File: config.mk
export PLATFORM = sky130hd
export DESIGN_NAME = defl_poly_gen
export DESIGN_NICKNAME = d
export VERILOG_FILES = /design/src/rtl/defl_pkg.sv /design/src/rtl/defl_coef_bank.sv /design/src/rtl/defl_acc_chain.sv /design/src/rtl/defl_beam_comp.sv /design/src/rtl/defl_poly_gen.sv
export SDC_FILE = /design/constraint.sdc
export NUM_CORES = 1
export LEC_CHECK = 0
export ABC_CLOCK_PERIOD_IN_PS = 9600
export CORE_AREA = 2 2 244 246
export CTS_BUF_LIST = sky130_fd_sc_hd__clkbuf_8
export CTS_CLUSTER_DIAMETER = 40
export DETAILED_ROUTE_END_ITERATION = 6
export DIE_AREA = 0 0 246 248
export GPL_TIMING_DRIVEN = 0
export PLACE_DENSITY = 0.51
export SYNTH_ARGS = -nofsm -noshare
export SYNTH_HDL_FRONTEND = slang
export SYNTH_SLANG_ARGS = --single-unit
File: constraint.sdc
create_clock -name clk -period 9.6 [get_ports clk]
set_clock_uncertainty 0.2 [all_clocks]
set_input_delay 2.4 -clock clk [delete_from_list [all_inputs] [get_ports clk]]
set_output_delay 2.4 -clock clk [all_outputs]
set_load 0.1 [all_outputs]
File: src/rtl/defl_pkg.sv
package defl_pkg;
  typedef enum logic {
    MODE_VERT = 1'b0,
    MODE_EW   = 1'b1
  } defl_mode_e;
endpackage

File: src/rtl/defl_coef_bank.sv
module defl_coef_bank #(
  parameter int N_COEF = 5,
  parameter int COEF_W = 12,
  parameter int SEL_W  = 3
) (
  input  logic                          clk,
  input  logic                          rst_n,
  input  logic                          wr_en,
  input  logic [SEL_W-1:0]              wr_sel,
  input  logic [COEF_W-1:0]             wr_data,
  output logic [N_COEF-1:0][COEF_W-1:0] coef_q
);
  logic [N_COEF-1:0][COEF_W-1:0] coef_d;

  always_comb begin
    coef_d = coef_q;
    for (int i = 0; i < N_COEF; i++) begin
      if (wr_en && (wr_sel == SEL_W'(i))) coef_d[i] = wr_data;
    end
  end

  always_ff @(posedge clk or negedge rst_n) begin
    if (!rst_n) coef_q <= '0;
    else        coef_q <= coef_d;
  end

  // an out-of-range index leaves every start value untouched
  p_bad_sel_ignored_r2: assert property (@(posedge clk) disable iff (!rst_n)
    (wr_en && (wr_sel >= SEL_W'(N_COEF))) |=> $stable(coef_q));
endmodule

File: src/rtl/defl_acc_chain.sv
module defl_acc_chain #(
  parameter int N_ACC   = 5,
  parameter int COEF_W  = 12,
  parameter int ACC_W   = 24,
  parameter int LOAD_SH = 3
) (
  input  logic                         clk,
  input  logic                         rst_n,
  input  logic                         load,
  input  logic                         step,
  input  logic                         ew_mode,
  input  logic [N_ACC-1:0][COEF_W-1:0] coef,
  output logic signed [ACC_W-1:0]      center
);
  localparam int EXT_W = ACC_W - COEF_W;

  logic signed [ACC_W-1:0] acc_q  [N_ACC];
  logic signed [ACC_W-1:0] acc_d  [N_ACC];
  logic signed [ACC_W-1:0] load_v [N_ACC];
  logic signed [ACC_W-1:0] nbr    [N_ACC];

  for (genvar g = 0; g < N_ACC; g++) begin : g_stage
    logic signed [ACC_W-1:0] ext;
    assign ext = {{EXT_W{coef[g][COEF_W-1]}}, coef[g]};
    if (g == N_ACC-1) begin : g_top
      // highest order only exists in the quartic mode
      assign load_v[g] = ew_mode ? (ext <<< LOAD_SH) : '0;
      assign nbr[g]    = '0;
    end else begin : g_low
      assign load_v[g] = ext <<< LOAD_SH;
      assign nbr[g]    = acc_q[g+1];
    end

    // no strobe, no change
    p_hold_r10: assert property (@(posedge clk) disable iff (!rst_n)
      (!load && !step) |=> $stable(acc_q[g]));
  end

  always_comb begin
    for (int i = 0; i < N_ACC; i++) begin
      acc_d[i] = acc_q[i];
      if (load)      acc_d[i] = load_v[i];
      else if (step) acc_d[i] = acc_q[i] + nbr[i];
    end
  end

  always_ff @(posedge clk or negedge rst_n) begin
    if (!rst_n) begin
      for (int i = 0; i < N_ACC; i++) acc_q[i] <= '0;
    end else begin
      for (int i = 0; i < N_ACC; i++) acc_q[i] <= acc_d[i];
    end
  end

  assign center = acc_q[0];

  // the highest order term never moves inside a field
  p_top_const_r4: assert property (@(posedge clk) disable iff (!rst_n)
    !load |=> $stable(acc_q[N_ACC-1]));
  // vertical load clears the quartic term
  p_vert_top_zero_r3: assert property (@(posedge clk) disable iff (!rst_n)
    (load && !ew_mode) |=> (acc_q[N_ACC-1] == '0));
endmodule

File: src/rtl/defl_beam_comp.sv
module defl_beam_comp #(
  parameter int ACC_W     = 24,
  parameter int BEAM_W    = 8,
  parameter int GAIN_FRAC = 10,
  parameter int OFF_SH    = 2,
  parameter int OUT_W     = 15
) (
  input  logic                    clk,
  input  logic                    rst_n,
  input  logic                    ew_mode,
  input  logic [BEAM_W-1:0]       beam,
  input  logic signed [ACC_W-1:0] center,
  output logic [OUT_W-1:0]        sample_q
);
  localparam int GAIN_W = ((GAIN_FRAC > BEAM_W) ? GAIN_FRAC : BEAM_W) + 2;
  localparam int PROD_W = ACC_W + GAIN_W + OFF_SH + 1;
  localparam logic signed [PROD_W-1:0] MID_X = PROD_W'(2**(OUT_W-1));
  localparam logic signed [PROD_W-1:0] MAX_X = PROD_W'(2**OUT_W - 1);
  localparam logic signed [ACC_W-1:0]  MID_A = ACC_W'(2**(OUT_W-1));
  localparam logic [OUT_W-1:0]         MID_O = OUT_W'(2**(OUT_W-1));

  logic [GAIN_W-1:0]        gain;
  logic signed [PROD_W-1:0] center_x, gain_x, off_x, prod, scaled, sum;
  logic [OUT_W-1:0]         sample_d;

  always_comb begin
    gain     = GAIN_W'(2**GAIN_FRAC) + GAIN_W'(beam);
    center_x = {{(PROD_W-ACC_W){center[ACC_W-1]}}, center};
    gain_x   = {{(PROD_W-GAIN_W){1'b0}}, gain};
    off_x    = {{(PROD_W-BEAM_W){1'b0}}, beam} <<< OFF_SH;
    prod     = center_x * gain_x;
    scaled   = prod >>> GAIN_FRAC;
    sum      = (ew_mode ? (center_x + off_x) : scaled) + MID_X;
    if (sum < 0)          sample_d = '0;
    else if (sum > MAX_X) sample_d = '1;
    else                  sample_d = sum[OUT_W-1:0];
  end

  always_ff @(posedge clk or negedge rst_n) begin
    if (!rst_n) sample_q <= MID_O;
    else        sample_q <= sample_d;
  end

  // zero beam leaves a negative in-range vertical value unscaled
  p_vert_unity_r6: assert property (@(posedge clk) disable iff (!rst_n)
    (!ew_mode && beam == '0 && center < 0 && center >= -MID_A)
    |=> (sample_q == {1'b0, $past(center[OUT_W-2:0])}));
  // zero beam gives no East/West shift
  p_ew_zero_r7: assert property (@(posedge clk) disable iff (!rst_n)
    (ew_mode && beam == '0 && center >= 0 && center < MID_A)
    |=> (sample_q == {1'b1, $past(center[OUT_W-2:0])}));
  // out-of-range vertical values clamp to the rails
  p_sat_high_r8: assert property (@(posedge clk) disable iff (!rst_n)
    (!ew_mode && center >= MID_A) |=> (sample_q == '1));
  p_sat_low_r8: assert property (@(posedge clk) disable iff (!rst_n)
    (!ew_mode && center < -MID_A) |=> (sample_q == '0));
endmodule

File: src/rtl/defl_poly_gen.sv
module defl_poly_gen #(
  parameter int N_COEF    = 5,
  parameter int COEF_W    = 12,
  parameter int SEL_W     = 3,
  parameter int ACC_W     = 24,
  parameter int LOAD_SH   = 3,
  parameter int BEAM_W    = 8,
  parameter int GAIN_FRAC = 10,
  parameter int OFF_SH    = 2,
  parameter int OUT_W     = 15
) (
  input  logic              clk,
  input  logic              rst_n,
  input  logic              field_start,
  input  logic              line_stb,
  input  logic              mode,
  input  logic              wr_en,
  input  logic [SEL_W-1:0]  wr_sel,
  input  logic [COEF_W-1:0] wr_data,
  input  logic [BEAM_W-1:0] beam_avg,
  output logic [OUT_W-1:0]  sample
);
  import defl_pkg::*;

  logic [N_COEF-1:0][COEF_W-1:0] coef;
  logic signed [ACC_W-1:0]       center;
  defl_mode_e                    mode_q, mode_d;

  always_comb begin
    mode_d = mode_q;
    if (field_start) mode_d = defl_mode_e'(mode);
  end

  always_ff @(posedge clk or negedge rst_n) begin
    if (!rst_n) mode_q <= MODE_VERT;
    else        mode_q <= mode_d;
  end

  defl_coef_bank #(.N_COEF(N_COEF), .COEF_W(COEF_W), .SEL_W(SEL_W)) i_bank (
    .clk(clk), .rst_n(rst_n), .wr_en(wr_en), .wr_sel(wr_sel),
    .wr_data(wr_data), .coef_q(coef)
  );

  defl_acc_chain #(.N_ACC(N_COEF), .COEF_W(COEF_W), .ACC_W(ACC_W),
                   .LOAD_SH(LOAD_SH)) i_chain (
    .clk(clk), .rst_n(rst_n), .load(field_start), .step(line_stb),
    .ew_mode(mode), .coef(coef), .center(center)
  );

  defl_beam_comp #(.ACC_W(ACC_W), .BEAM_W(BEAM_W), .GAIN_FRAC(GAIN_FRAC),
                   .OFF_SH(OFF_SH), .OUT_W(OUT_W)) i_comp (
    .clk(clk), .rst_n(rst_n), .ew_mode(mode_q == MODE_EW), .beam(beam_avg),
    .center(center), .sample_q(sample)
  );

  // the captured mode only moves at a field start
  p_mode_hold_r5: assert property (@(posedge clk) disable iff (!rst_n)
    !field_start |=> $stable(mode_q));
endmodule

* After elaboration in Yosys (flattened, before gate mapping) *
Cells that the tools add are included.

cells by class
  div/mod/pow operators = 0
  add/subtract/negate cells = 7
  multiplexer cells = 13
  multipliers = 1
  bitwise logic cells = 0
  shift operators = 0
  reduce and logical (&&, ||, !) cells = 7
  magnitude comparators = 2
  equal/unequal tests = 4

operators by type and width
  kind                    count
  $mux 24                 10
  $add 24x24->24          4
  $add 39x16->39 const B  1
  $gt 39x16->1 const B    1
  $lt 39x1->1 const B     1
  $mux 39                 1
  $mul 24x13->37          1
  $mux 15                 2
  $add 24x11->25          1
  $add 11x8->12 const A   1
  $eq 3x2->1 const B      2
  $logic_and 1x1->1       5
  $eq 3x1->1 const B      1
  $eq 3x3->1 const B      1
  $logic_not 3->1         1
  $reduce_bool 2->1       1

word-level totals
  memories = 0
  latch bits = 0
  ROM bits = 0
  output and inout bits = 15
  flip-flop bits (word level) = 196
  RAM bits = 0

* Longest topological paths before layout *
Gate-level depths: netlist (run 1).

  depth in word-level cells = 7
  depth in mapped cells = 30
  mapped depth without buffers = 29

* By module *
Synthesis (run 1) repeated with hierarchy kept, for this count alone.

unflattened totals
  cell total of the unflattened synthesis = 2453
  area, all modules = 21560.7 µm²

modules (own cells, without submodules)
  module          area an instance (µm²)  times used  cells an instance
  defl_beam_comp  10764.1                 1           1329
  defl_acc_chain  8463.1                  1           992
  defl_coef_bank  2293.4                  1           130
  defl_poly_gen   40.0                    1           2

* Worst setup path before layout (run 1) *
OpenSTA, ideal clock, no wires.

  path kind = in2reg
  start point = input beam_avg[2]
  end point = register i_comp.sample_q[12]
  data required time = 9260 ps
  cell stages on the path = 29
  path slack = -77 ps
  arrival time = 9338 ps
  cells stage by stage = clkbuf_1 > and2_1 > fa_1 > inv_1 > fa_1 > inv_1 > fa_1 > inv_1 > fa_1 > inv_1 > fa_1 > ha_1 > a2111oi_2 > o21ai_2 > a21boi_0 > nor4_4 > o211ai_1 > a31oi_1 > o31a_1 > inv_1 > ha_1 > inv_1 > a2111oi_2 > and4_1 > nand2_2 > or4_4 > a32oi_4 > buf_6 > a31oi_1

on the way
  longest elaborated chain between the ends = 7

RTL lines
  element                  line                  source
  start, declared          defl_poly_gen.sv:20   input logic [BEAM_W-1:0] beam_avg,
  $add 11x8->12            defl_beam_comp.sv:27  gain = GAIN_W'(2**GAIN_FRAC) + GAIN_W'(beam);
  $mul 24x13->37           defl_beam_comp.sv:31  prod = center_x * gain_x;
  $mux 39 (*)              defl_beam_comp.sv:33  sum = (ew_mode ? (center_x + off_x) : scaled) + MID_X;
  $add 39x16->39 (*)       defl_beam_comp.sv:33
  $gt 39x16->1             defl_beam_comp.sv:35  else if (sum > MAX_X) sample_d = '1;
  $mux 15                  defl_beam_comp.sv:35
  $mux 15 (*)              defl_beam_comp.sv:34  if (sum < 0) sample_d = '0;
  via i_comp.sample_d[12]  defl_beam_comp.sv:24  logic [OUT_W-1:0] sample_d;
  end signal, assigned     defl_beam_comp.sv:41  else sample_q <= sample_d;
  end, declared            defl_beam_comp.sv:13  output logic [OUT_W-1:0] sample_q

Mark *: on every way through the listed nets, which the timed path passes. The rest lies on a longest branch.
A chain may end at the register's enable or synchronous reset.

* Final worst setup path (run 1) *
  start point = input beam_avg[6]
  end point = register i_comp.sample_q[12]

The elaborated chain is that of the path after synthesis.

==> run summary, run 1 <==
Registers take 0.00453 sq mm. The final cell area excluding filler cells is 0.0225 sq mm, and the number of slew-limit violations in the final report is 0. The worst hold path was traced through 2 stages. The count of nets left with antenna violations once routing finished came out at 0.

The synthesized area divided by synthesized cell count is 8.87 sq um, and the count of buffer and inverter cells on the critical path is 6. The transition time at the pin with the least slew margin came out at 1.08 ns. The startpoint identified for the worst hold timing path is i_bank.coef_q[41]. Dividing the final minimum period by the clock period gives 97.6%.

The floorplan step set the die height to 248 um. The path length in cells of the critical path works out to 25. The worst setup path is launched from an input pin.

The number of library cell types mapped by synthesis was 79. The dominant cell type by area after synthesis was sky130_fd_sc_hd__dfrtp_1. Among all cell types in the netlist, the one instantiated most often is sky130_fd_sc_hd__inv_1. Of all nets on the critical path, the largest fanout is 10.

Yosys printed 0 warnings. Entering global routing, the biggest net connects 104 pins. The die covers 0.0610 sq mm. The async set-or-reset flop fraction in the synthesized netlist was 100%; the number of remaining DRC errors was 0. Post-layout minimum cycle time: 9.37 ns. The run finished with clean final reports. Using the TritonRoute via totals, the vias-per-cell ratio works out to 5.24. The run gives 95,800 um as the wire length of the first global-routing pass.

TritonCTS built the clock tree. After synthesis, the largest area contributor takes up 22.2% of total cell area. Routability-driven placement finished with a final weighted congestion of 0.880.

For flop-to-flop paths, the worst setup slack is 1.36 ns. The root buffer cell is sky130_fd_sc_hd__clkbuf_8. The logs give 17 for the number of buffers created by CTS and 44 for the I/O pin count. CTS saw 181 sinks.

The worst register-to-register path has a depth of 29. After clock tree synthesis, the clock-pin slew on the worst setup and hold paths is 0.12 ns. For the initial antenna violation count, the log shows 0.

Across the run, the number of max-cap violations was 0. The clock tree buffer depth is 2. STA puts the critical path data required time at 9.78 ns. The capturing element type of the critical path is a flip-flop.

Number of buffers inserted for hold repair after clock tree synthesis: 0. For this run the aggregate overflow at the end of global routing stands at 0. Hold violation count in the final report: 0. The multi-input logic area was 0.0143 sq mm; the initial standard-cell utilization of the core was 34.7%. For the DRC violation total after the first TritonRoute iteration, the log shows 732.

The first TritonRoute pass finished after 5 iterations. The end point of the worst hold path was i_chain.acc_q[32]. The predominant post-synthesis flop cell was sky130_fd_sc_hd__dfrtp_1.

The commonest cells after synthesis are sky130_fd_sc_hd__inv_1, sky130_fd_sc_hd__nand2_1, sky130_fd_sc_hd__ha_1. The critical path class was in -> reg. The placement row count was 89; the count of buffers from port buffering was 42.

For this run, the slowest stage of the critical path takes 0.56 ns. The maximum clock frequency was 0.107 GHz; the combined area of all synthesized cells was 0.0203 sq mm. The standard cell area after detailed placement is 0.0217 sq mm, and the synthesized instance count is 2,286. The final-layout worst hold slack is 0.291 ns. The class of the tightest hold or removal check is reg -> reg.

The most prevalent standard cell on the critical path is sky130_fd_sc_hd__fa_1. Measured against its own limit, the worst slew margin works out to 26.1%. The total via count in the routed design came out at 16,500. Setup violations remaining at the end of the flow were counted as 0.

After detailed routing, the total wire length is 59,600 um. The number of nets in the synthesized netlist is 2,692. In this run the critical register-to-register path is captured at i_comp.sample_q[12]. The HPWL after detailed placement is 46,500 um.

For this run, the share of the core covered by cells in the final layout is 38.5%. The H-tree was split into 4 levels. Of the cells placed in the final design, the portion with a size suffix greater than 1 is 7.45%. The worst flop-to-flop path startpoint was i_chain.center[17]. The logs give 9.55 ns for the endpoint arrival time on the critical path and 2,769 for the final net count. Counting flops with a built-in enable in the synthesized netlist gives 0.

Via count of the first global-routing pass: 17,100. For this run, the total global-route usage over all layers was measured as 20.2%. The portion of the post-synthesis area used by sequential elements is 22.3%. From synthesis to final layout, the design area changed by 11.1%. The register bit total from synthesis was 181. The gate family responsible for the most delay along the worst path is adder cells. The average wire per cell in the routed design is 18.9 um, and the count of fill cells added during filler insertion is 5,950. Clock latency on the worst-skew pair, taken at its later pin, is 0.52 ns. The cell with the largest stage delay on the worst path was sky130_fd_sc_hd__fa_1.

Measured along the x axis, the die boundary spans 246 um. For the final routed database, the setup TNS stands at 0 ns. The area inside the core boundary came out at 0.0585 sq mm. Yosys attributes the largest share of cell area to sky130_fd_sc_hd__dfrtp_1, sky130_fd_sc_hd__fa_1, sky130_fd_sc_hd__ha_1.
[worst register-to-register path, delay by kind of cell (launching register included)]
family / cells / cell delay [ns]
simple gates: 7 / 1.67
fa+ha+maj: 7 / 2.80
compound gates: 6 / 1.47
buf+inv: 9 / 1.48
flops: 1 / 0.46
[layout make-up]
type / count / area share [%]
antenna: 1 / 0.0111
buffer: 91 / 2.10
clock buffer: 17 / 1.04
clock inverter: 15 / 0.833
inverter: 334 / 5.56
multi-input combinational: 1680 / 63.6
sequential: 181 / 20.1
tap: 773 / 4.29
timing repair buffer: 58 / 2.49
[sequential cells by signal, summed over array words and instances (netlist names)]
name and flops:
i_bank.coef_q 60, mode_q 1, i_chain.acc_q 81, i_chain.center 24, i_comp.sample_q 15
[kinds of logic after synthesis]
| logic type | after synthesis | share of synthesized area (%) |
|---|---|---|
| xor gates and xnor gates | 83 | 3.58 |
| DFF | 181 | 22.3 |
| adders and majority gates | 377 | 30.0 |
| buffers and inverters | 425 | 7.91 |
| and+or+nand+nor | 678 | 16.8 |
| AOI/OAI and AO/OA | 452 | 14.5 |
| muxes | 90 | 4.80 |
[repair_timing]
action,in CTS,in global routing
resized for setup,65,52
setup buffers,8,6
pin swaps,9,19
endpoints found under the setup margin,15,15
cloned,0,1
[routing by layer]
metal	global-route usage (%)	wire, um	up-vias	part of all wire, %
li1	-	-	7866	-
met1	26.9	27400	8216	46
met2	34.3	28300	352	47
met3	2.28	2310	80	3.9
met4	6.22	1650	0	2.8
met5	0	0	-	0
[stage by stage]
step           instances  setup slack (ns)
2_1_floorplan       2286            0.0152
3_3_place_gp        3101             -2.10
3_5_place_dp        3102             -1.86
4_1_cts             3142            0.0276
5_1_grt             3149           -0.0166
6_report            3150             0.230
[cells in the final DEF, fill, tap and decap left out, types with 12 or more instances in the layout]
cell type                         synthesis  final
sky130_fd_sc_hd__or3_1                   19     19
sky130_fd_sc_hd__a21oi_1                120    120
sky130_fd_sc_hd__buf_1                   13     13
sky130_fd_sc_hd__a21o_1                  31     31
sky130_fd_sc_hd__xor2_1                  25     25
sky130_fd_sc_hd__o211ai_1                12     12
sky130_fd_sc_hd__nor2b_1                 21     21
sky130_fd_sc_hd__xnor2_1                 58     58
sky130_fd_sc_hd__mux2i_1                 31     31
sky130_fd_sc_hd__dfrtp_1                180    180
sky130_fd_sc_hd__o21a_1                  30     30
sky130_fd_sc_hd__clkbuf_8                 0     19
sky130_fd_sc_hd__clkdlybuf4s50_1          0     33
sky130_fd_sc_hd__nand3_1                 44     44
sky130_fd_sc_hd__buf_4                    0     16
sky130_fd_sc_hd__inv_1                  334    330
sky130_fd_sc_hd__o21ai_0                116    115
sky130_fd_sc_hd__and3_1                  29     29
sky130_fd_sc_hd__a31oi_1                 17     17
sky130_fd_sc_hd__nand4_1                 14     14
sky130_fd_sc_hd__fa_1                   183    183
sky130_fd_sc_hd__a211oi_1                24     24
sky130_fd_sc_hd__and2_1                 112    112
sky130_fd_sc_hd__mux2_2                  59     59
sky130_fd_sc_hd__nand2b_1                13     13
sky130_fd_sc_hd__nor2_1                 113    113
sky130_fd_sc_hd__nand2_1                197    196
sky130_fd_sc_hd__ha_1                   194    183
sky130_fd_sc_hd__nor3_1                  66     65
sky130_fd_sc_hd__clkbuf_1                75     58
[worst max-delay path by stage]
stage           startpoint                  end  slack [ns]
2_1_floorplan  beam_avg[2]  i_comp.sample_q[12]        0.02
3_3_place_gp         rst_n    i_chain.acc_q[41]       -2.10
3_5_place_dp   beam_avg[3]  i_comp.sample_q[13]       -1.86
4_1_cts        beam_avg[5]   i_comp.sample_q[4]        0.03
5_1_grt        beam_avg[1]   i_comp.sample_q[4]       -0.02
6_report       beam_avg[6]  i_comp.sample_q[12]        0.23
Power of run 1 is left out: the tool's default activity adds up to more than one toggle a clock period on the data nets, which glitch-free logic cannot reach.
==> inputs of run 2 (changes only) <==
--- a/config.mk
+++ b/config.mk
@@ -6,13 +6,13 @@
 export NUM_CORES = 1
 export LEC_CHECK = 0
 export ABC_CLOCK_PERIOD_IN_PS = 9600
-export CORE_AREA = 2 2 244 246
+export CORE_AREA = 2 2 205 207
 export CTS_BUF_LIST = sky130_fd_sc_hd__clkbuf_8
 export CTS_CLUSTER_DIAMETER = 40
 export DETAILED_ROUTE_END_ITERATION = 6
-export DIE_AREA = 0 0 246 248
+export DIE_AREA = 0 0 207 209
 export GPL_TIMING_DRIVEN = 0
-export PLACE_DENSITY = 0.51
+export PLACE_DENSITY = 0.67
 export SYNTH_ARGS = -nofsm -noshare
 export SYNTH_HDL_FRONTEND = slang
 export SYNTH_SLANG_ARGS = --single-unit
==> run summary, run 2 (synthesis results as in run 1) <==
The flow ran to the end, and the final reports show no timing, DRC or antenna violations. The transition time at the pin with the least slew margin came out at 1.01 ns (-0.0741 ns). The multi-input logic area is 0.0143 sq mm (about the same).

TritonCTS built the clock tree. The wire length of the first global-routing pass was 90,600 um (-5.4%). The library cells used most frequently in the layout, excluding fill and tap cells, are sky130_fd_sc_hd__inv_1, sky130_fd_sc_hd__nand2_1, sky130_fd_sc_hd__fa_1, sky130_fd_sc_hd__ha_1, sky130_fd_sc_hd__dfrtp_1.

The logs give 53.8% (+15 points) for the final design utilization and 181 (unchanged) for the number of clock sinks seen by CTS. Counting stages on the worst path, the most repeated cell is sky130_fd_sc_hd__fa_1. The maximum clock frequency is 0.106 GHz (-0.44%), and the area growth from synthesis to layout is 9.52%. i_chain.acc_q holds more flip-flops than any other register. The number of slew-limit violations in the final report was 0 (unchanged); the relative slew slack was 31.1% (+5.1 points). The maximum single-stage delay on the critical path is 0.53 ns (-0.03 ns), and the iteration count of the initial detailed-routing pass is 5 (unchanged). The post-detailed-placement half-perimeter wirelength was 43,400 um (-6.7%). The vertical die dimension is 209 um (-16%). For the clock tree buffer depth, the log shows 2 (unchanged).

For the placement row count, the log shows 75 (-16%). The worst setup path is launched from an input pin. Cell with the largest stage delay on the worst path: sky130_fd_sc_hd__fa_1. The critical path class is in -> reg.

The maximum fanout count along the critical path was 9 (-1); the pin count of the biggest net entering global routing was 124 (+19%). STA classifies the critical path endpoint as a flip-flop. The total congestion overflow is 0 (unchanged).

The final cell area excluding filler cells is 0.0222 sq mm (-1.4%). The tools report the initial antenna violation count as 1 (+1). The count of fill cells added during filler insertion came out at 3,822 (-36%). For the total inserted antenna cells, the log shows 0 (-1).

The count of buffers from port buffering came out at 42 (unchanged). The die outline area was 0.0433 sq mm (-29%); the data required time at the worst endpoint was 9.77 ns (about the same). The flip-flop count of the largest register after layout was 81 (unchanged); the hold violation count in the final report was 0 (unchanged).

For the count of nets left with antenna violations after detail routing, the log shows 0 (unchanged). The logs give 9.58 ns (+0.03 ns) for the endpoint arrival time on the critical path and 0 (unchanged) for the max-cap check violation count. The run gives 2,774 (+0.18%) as the final net count. The area inside the core boundary is 0.0413 sq mm (-29%). The root buffer cell is sky130_fd_sc_hd__clkbuf_8.

The share of final-layout standard cells stronger than drive strength 1 works out to 7.77% (+0.32 points). The final-report setup violation count is 0 (unchanged). The logs give 0.00453 sq mm (unchanged) for the sequential cell area in the final layout and 49.1% (+14 points) for the initial standard-cell utilization of the core.

The run gives 0 (unchanged) as the number of buffers inserted for hold repair after clock tree synthesis. The post-layout minimum cycle time was 9.41 ns (+0.0413 ns); the number of levels in the clock H-tree was 4 (unchanged). The mean number of vias per cell was 5.70 (+8.8%). The I/O pin count is 44 (unchanged). Commonest non-fill, non-tap cell in the layout: sky130_fd_sc_hd__inv_1. The die extent in x came out at 207 um (-16%). The final weighted congestion in routability-driven placement was 0.935 (+6.2%); the clock slew at the register clock pins of the worst setup and hold paths was 0.11 ns (about the same).

The min-delay analysis places its worst path in the category reg -> reg. The number of buffers created by CTS came out at 17 (unchanged). The number of remaining DRC errors was 0 (unchanged).

The insertion delay of the later-clocked pin in the worst-skew pair is 0.51 ns (about the same), and the total global-route track usage is 26.2% (+6.0 points). The run gives 16,700 (+0.87%) as the total via count in the routed design. Share of the clock period used by the worst path after layout: 98.0% (+0.43 points). The via count of the first global-routing pass was 17,400 (+1.8%); the standard cell area after detailed placement was 0.0214 sq mm (-1.3%). The average wire per cell in the routed design was 19.0 um (+0.49%); the DRC violation total after the first TritonRoute iteration was 982 (+34%).

The final wirelength came out at 55,500 um (-6.9%).
-- run 2: cell types whose count changed in the layout (fill, tap and decap cells not counted), moves of 3 or more --
cell / delta
sky130_fd_sc_hd__buf_2: +3
sky130_fd_sc_hd__buf_4: +6
sky130_fd_sc_hd__clkbuf_4: -5
sky130_fd_sc_hd__clkinv_4: +3
sky130_fd_sc_hd__ha_2: +3
sky130_fd_sc_hd__inv_12: -3
-- run 2: layout make-up --
type / instances / area share, %
buffer: 91 / 2.03
timing repair buffer: 63 / 2.71
clock inverter: 14 / 0.636
tap: 539 / 3.04
sequential: 181 / 20.4
clock buffer: 18 / 1.12
inverter: 334 / 5.64
multi-input combinational: 1680 / 64.4
-- run 2: per-stage QoR --
step | TNS (ns) | hold slack [ns] | cells | setup WS (ns)
floorplan | 0 | 0.246 | 2286 | 0.0152
global placement | -332.04 | 0.255 | 2867 | -1.74
detailed placement | -25.37 | 0.265 | 2868 | -1.71
CTS | 0 | 0.289 | 2909 | 0.00913
global route | -0.00813 | 0.322 | 2920 | -0.00813
finish | 0 | 0.290 | 2920 | 0.188
-- run 2: repair_timing --
action,in CTS,in global routing
buffers inserted,8,11
endpoints found under the setup margin,15,15
pin swaps,9,17
gates resized for setup,62,59
gates cloned,1,0
-- run 2: metal layers --
metal / global-route usage, % / routed length (um)
met5: 0 / 0
met4: 9.31 / 1890
met3: 3.58 / 2800
met2: 45.6 / 27200
met1: 33.3 / 23700
-- run 2: worst max-delay path, delay by kind of cell --
| family | cells | cell delay, ns |
|---|---|---|
| simple gates | 4 | 1.03 |
| fa+ha+maj | 7 | 2.94 |
| buf+inv | 10 | 0.98 |
| compound gates | 10 | 2.18 |
-- run 2: path summary, 6_finish.rpt --
kind,startpoint,slack [ns],cells past startpoint,endpoint
max,beam_avg[3],0.19,31,i_comp.sample_q[13]
max reg2reg,i_chain.center[17],1.39,31,i_comp.sample_q[13]
min reg2reg,i_bank.coef_q[30],0.29,2,i_chain.acc_q[57]
min in group asynchronous,rst_n,1.62,1,i_comp.sample_q[7]
min,i_bank.coef_q[30],0.29,2,i_chain.acc_q[57]
max in group asynchronous,rst_n,6.57,2,i_bank.coef_q[55]
Power of run 2 is left out for the same reason.
==> inputs of run 3 (changes only) <==
--- a/config.mk
+++ b/config.mk
@@ -5,14 +5,15 @@
 export SDC_FILE = /design/constraint.sdc
 export NUM_CORES = 1
 export LEC_CHECK = 0
-export ABC_CLOCK_PERIOD_IN_PS = 9600
+export ABC_CLOCK_PERIOD_IN_PS = 8500
+export CAP_MARGIN = 0
 export CORE_AREA = 2 2 205 207
 export CTS_BUF_LIST = sky130_fd_sc_hd__clkbuf_8
 export CTS_CLUSTER_DIAMETER = 40
 export DETAILED_ROUTE_END_ITERATION = 6
 export DIE_AREA = 0 0 207 209
 export GPL_TIMING_DRIVEN = 0
-export PLACE_DENSITY = 0.67
+export PLACE_DENSITY = 0.69
 export SYNTH_ARGS = -nofsm -noshare
 export SYNTH_HDL_FRONTEND = slang
 export SYNTH_SLANG_ARGS = --single-unit
==> constraint.sdc (replaced) <==
create_clock -name clk -period 8.5 [get_ports clk]
set_clock_uncertainty 0.2 [all_clocks]
set_input_delay 2.125 -clock clk [delete_from_list [all_inputs] [get_ports clk]]
set_output_delay 2.125 -clock clk [all_outputs]
set_load 0.1 [all_outputs]
==> run summary, run 3 (synthesis results as in run 1) <==
The checks that failed: setup timing. For the die outline area, the log shows 0.0433 sq mm (unchanged). The number of buffers created by CTS was 17 (unchanged). The logs give 49.1% (unchanged) for the initial standard-cell utilization of the core and 0.55 ns (-0.84 ns) for the slack of the worst reg-to-reg path.

In this design, the largest share of critical-path delay is due to adder cells. TritonCTS built the clock tree. The number of slew-limit violations in the final report is 0 (unchanged). The slowest stage of the critical path is the sky130_fd_sc_hd__fa_1 cell.

For the final net count, the log shows 2,780 (+0.22%). The run gives 75 (unchanged) as the placement row count. The vertical die dimension is 209 um (unchanged), and the number of remaining DRC errors is 0 (unchanged). The critical path class is in -> reg. The DRC violation total after the first TritonRoute iteration was 1,260 (+28%). The initial antenna violation count is 1 (unchanged), and the clock slew at the register clock pins of the worst setup and hold paths is 0.11 ns (about the same). The final wirelength was 56,100 um (+1.0%); the number of clock sinks seen by CTS was 181 (unchanged). The number of levels in the clock H-tree was 4 (unchanged). The flow ran to the end, but the final reports show violations.

The global routing met1 resource utilization came out at 33.8% (+0.48 points). In this run the critical register-to-register path is captured at i_comp.sample_q[12]. The transition time at the pin with the least slew margin is 1.03 ns (+0.0223 ns). Maximum clock frequency: 0.114 GHz. The tools report the global routing met3 resource utilization as 3.35% (-0.23 points).

Insertion delay of the later-clocked pin in the worst-skew pair: 0.50 ns (about the same). The total congestion overflow is 0 (unchanged). The count of buffers from port buffering was 42 (unchanged); the wire length of the first global-routing pass was 90,400 um (-0.21%). The met2 demand-to-capacity share in global routing is 45.3% (-0.33 points), and the final-layout setup total negative slack is -3.86 ns (-3.86 ns). The run gives 8.97 ns (-0.61 ns) as the endpoint arrival time on the critical path. Area inside the core boundary: 0.0413 sq mm (unchanged). The run gives 0 (unchanged) as the hold violation count in the final report.

The tools report the end point of the worst hold path as i_chain.acc_q[57]. The run gives 3,743 (-2.1%) as the count of fill cells added during filler insertion. Busiest layer in global routing: met2. The pin count of the biggest net entering global routing was 99 (-20%); the mean number of vias per cell was 5.76 (+1.0%).

STA classifies the critical path startpoint as an input pin. The share of final-layout standard cells stronger than drive strength 1 is 9.34% (+1.6 points), and the max-cap check violation count is 0 (unchanged). The number of cells traversed by the worst register-to-register path came out at 24 (-23%). The post-detailed-placement half-perimeter wirelength was 43,400 um (+0.10%). By instance count, the cell type seen most on the critical path is sky130_fd_sc_hd__fa_1.

The I/O pin count was 44 (unchanged). The average wire per cell in the routed design came out at 19.2 um (+0.79%). STA classifies the critical path endpoint as a flip-flop.

The area growth from synthesis to layout is 11.1%, and the path length in cells of the critical path is 25 (-19%). The worst flop-to-flop path startpoint was i_chain.center[22]. The register with the most flip-flops in the final layout is i_chain.acc_q. The post-layout minimum cycle time works out to 8.80 ns. The die extent in x is 207 um (unchanged), and the iteration count of the initial detailed-routing pass is 5 (unchanged). The total global-route track usage is 26.2% (+0.038 points). The maximum single-stage delay on the critical path came out at 0.54 ns (about the same).

The flip-flop count of the largest register after layout is 81 (unchanged). The tools report the data required time at the worst endpoint as 8.67 ns (-1.10 ns). The final-report setup violation count was 15 (+15); the instance count along the most critical hold path was 2 (unchanged). The tree is rooted in a sky130_fd_sc_hd__clkbuf_8. In the layout the commonest cells are sky130_fd_sc_hd__inv_1, sky130_fd_sc_hd__nand2_1, sky130_fd_sc_hd__fa_1, sky130_fd_sc_hd__dfrtp_1, sky130_fd_sc_hd__ha_1. The final weighted congestion in routability-driven placement was 0.929 (-0.67%); the maximum fanout count along the critical path was 10 (+1). The run gives 0 (unchanged) as the number of buffers inserted for hold repair after clock tree synthesis. The run gives 0 (unchanged) as the count of nets left with antenna violations after detail routing. Leaving out fill and tap cells, the most frequent cell in the layout is sky130_fd_sc_hd__inv_1.

The least setup slack across all paths after layout was -0.296 ns (-0.484 ns). The count of buffer and inverter cells on the critical path was 6 (-4); the via count of the first global-routing pass was 17,300 (-0.54%). Dividing the final minimum period by the clock period gives 103%. In this run the most critical hold path is launched from i_bank.coef_q[30].

Setup repair after global routing could not meet its margin everywhere. For the clock tree buffer depth, the log shows 2 (unchanged). Relative slew slack: 29.6% (-1.5 points). For the total via count in the routed design, the log shows 16,900 (+1.3%).

The class of the tightest hold or removal check was reg -> reg.
[run 3: cell count changes in the layout (fill, tap and decap cells not counted), moves of 4 or more]
cell / delta
sky130_fd_sc_hd__a21oi_1: -9
sky130_fd_sc_hd__clkbuf_8: +6
sky130_fd_sc_hd__ha_4: +7
sky130_fd_sc_hd__ha_2: -4
sky130_fd_sc_hd__a21oi_2: +9
sky130_fd_sc_hd__and2_4: +5
sky130_fd_sc_hd__and2_1: -5
sky130_fd_sc_hd__inv_2: +4
[run 3: worst max path at each step]
stage	from	end	slack, ns
final	beam_avg[5]	i_comp.sample_q[12]	-0.30
after global placement	rst_n	i_chain.acc_q[41]	-2.51
after detailed placement	beam_avg[1]	i_comp.sample_q[13]	-1.96
after floorplan	beam_avg[3]	i_comp.sample_q[12]	-0.29
after global routing	beam_avg[1]	i_comp.sample_q[13]	-0.52
after CTS	beam_avg[2]	i_comp.sample_q[11]	-0.32
[run 3: layout make-up]
type / count / area, sq um / share of cell area, %
multi-input cells: 1680 / 14500 / 64.4
flip-flops and latches: 181 / 4530 / 20.1
inverters: 334 / 1250 / 5.56
repair buffers: 69 / 689 / 3.06
well taps: 539 / 674 / 2.99
plain buffers: 91 / 484 / 2.15
clock buffers: 18 / 248 / 1.10
clock inverters: 14 / 144 / 0.638
diodes: 1 / 2.50 / 0.0111
[run 3: metal layers]
metal,up-vias,routed length (um)
li1,7882,-
met2,502,27500
met5,-,0
met3,87,3030
met1,8399,23800
met4,0,1830
[run 3: repair_timing]
action,CTS,global route
resized for setup,102,38
setup buffers,19,2
endpoints found under the setup margin,15,15
pin swaps,15,16
gates cloned,5,0
[run 3: worst register-to-register path, delay by kind of cell, from the launching register on]
kind,cells,cell delay (ns)
DFF,1,0.55
adders and majority gates,6,2.88
AOI/OAI and AO/OA,8,2.14
buffers and inverters,5,0.88
and+or+nand+nor,5,1.17
[run 3: through the flow]
stage	utilization [%]	cells	hold WS [ns]	setup slack, ns	area [sq um]
after floorplan	-	2286	0.246	-0.288	20400
after global placement	52.2	2867	0.255	-2.51	21500
after detailed placement	52.3	2868	0.266	-1.96	21600
after CTS	54.3	2924	0.283	-0.322	22400
after global routing	54.6	2926	0.317	-0.523	22500
final	54.6	2927	0.280	-0.296	22500
Power of run 3 is left out for the same reason.
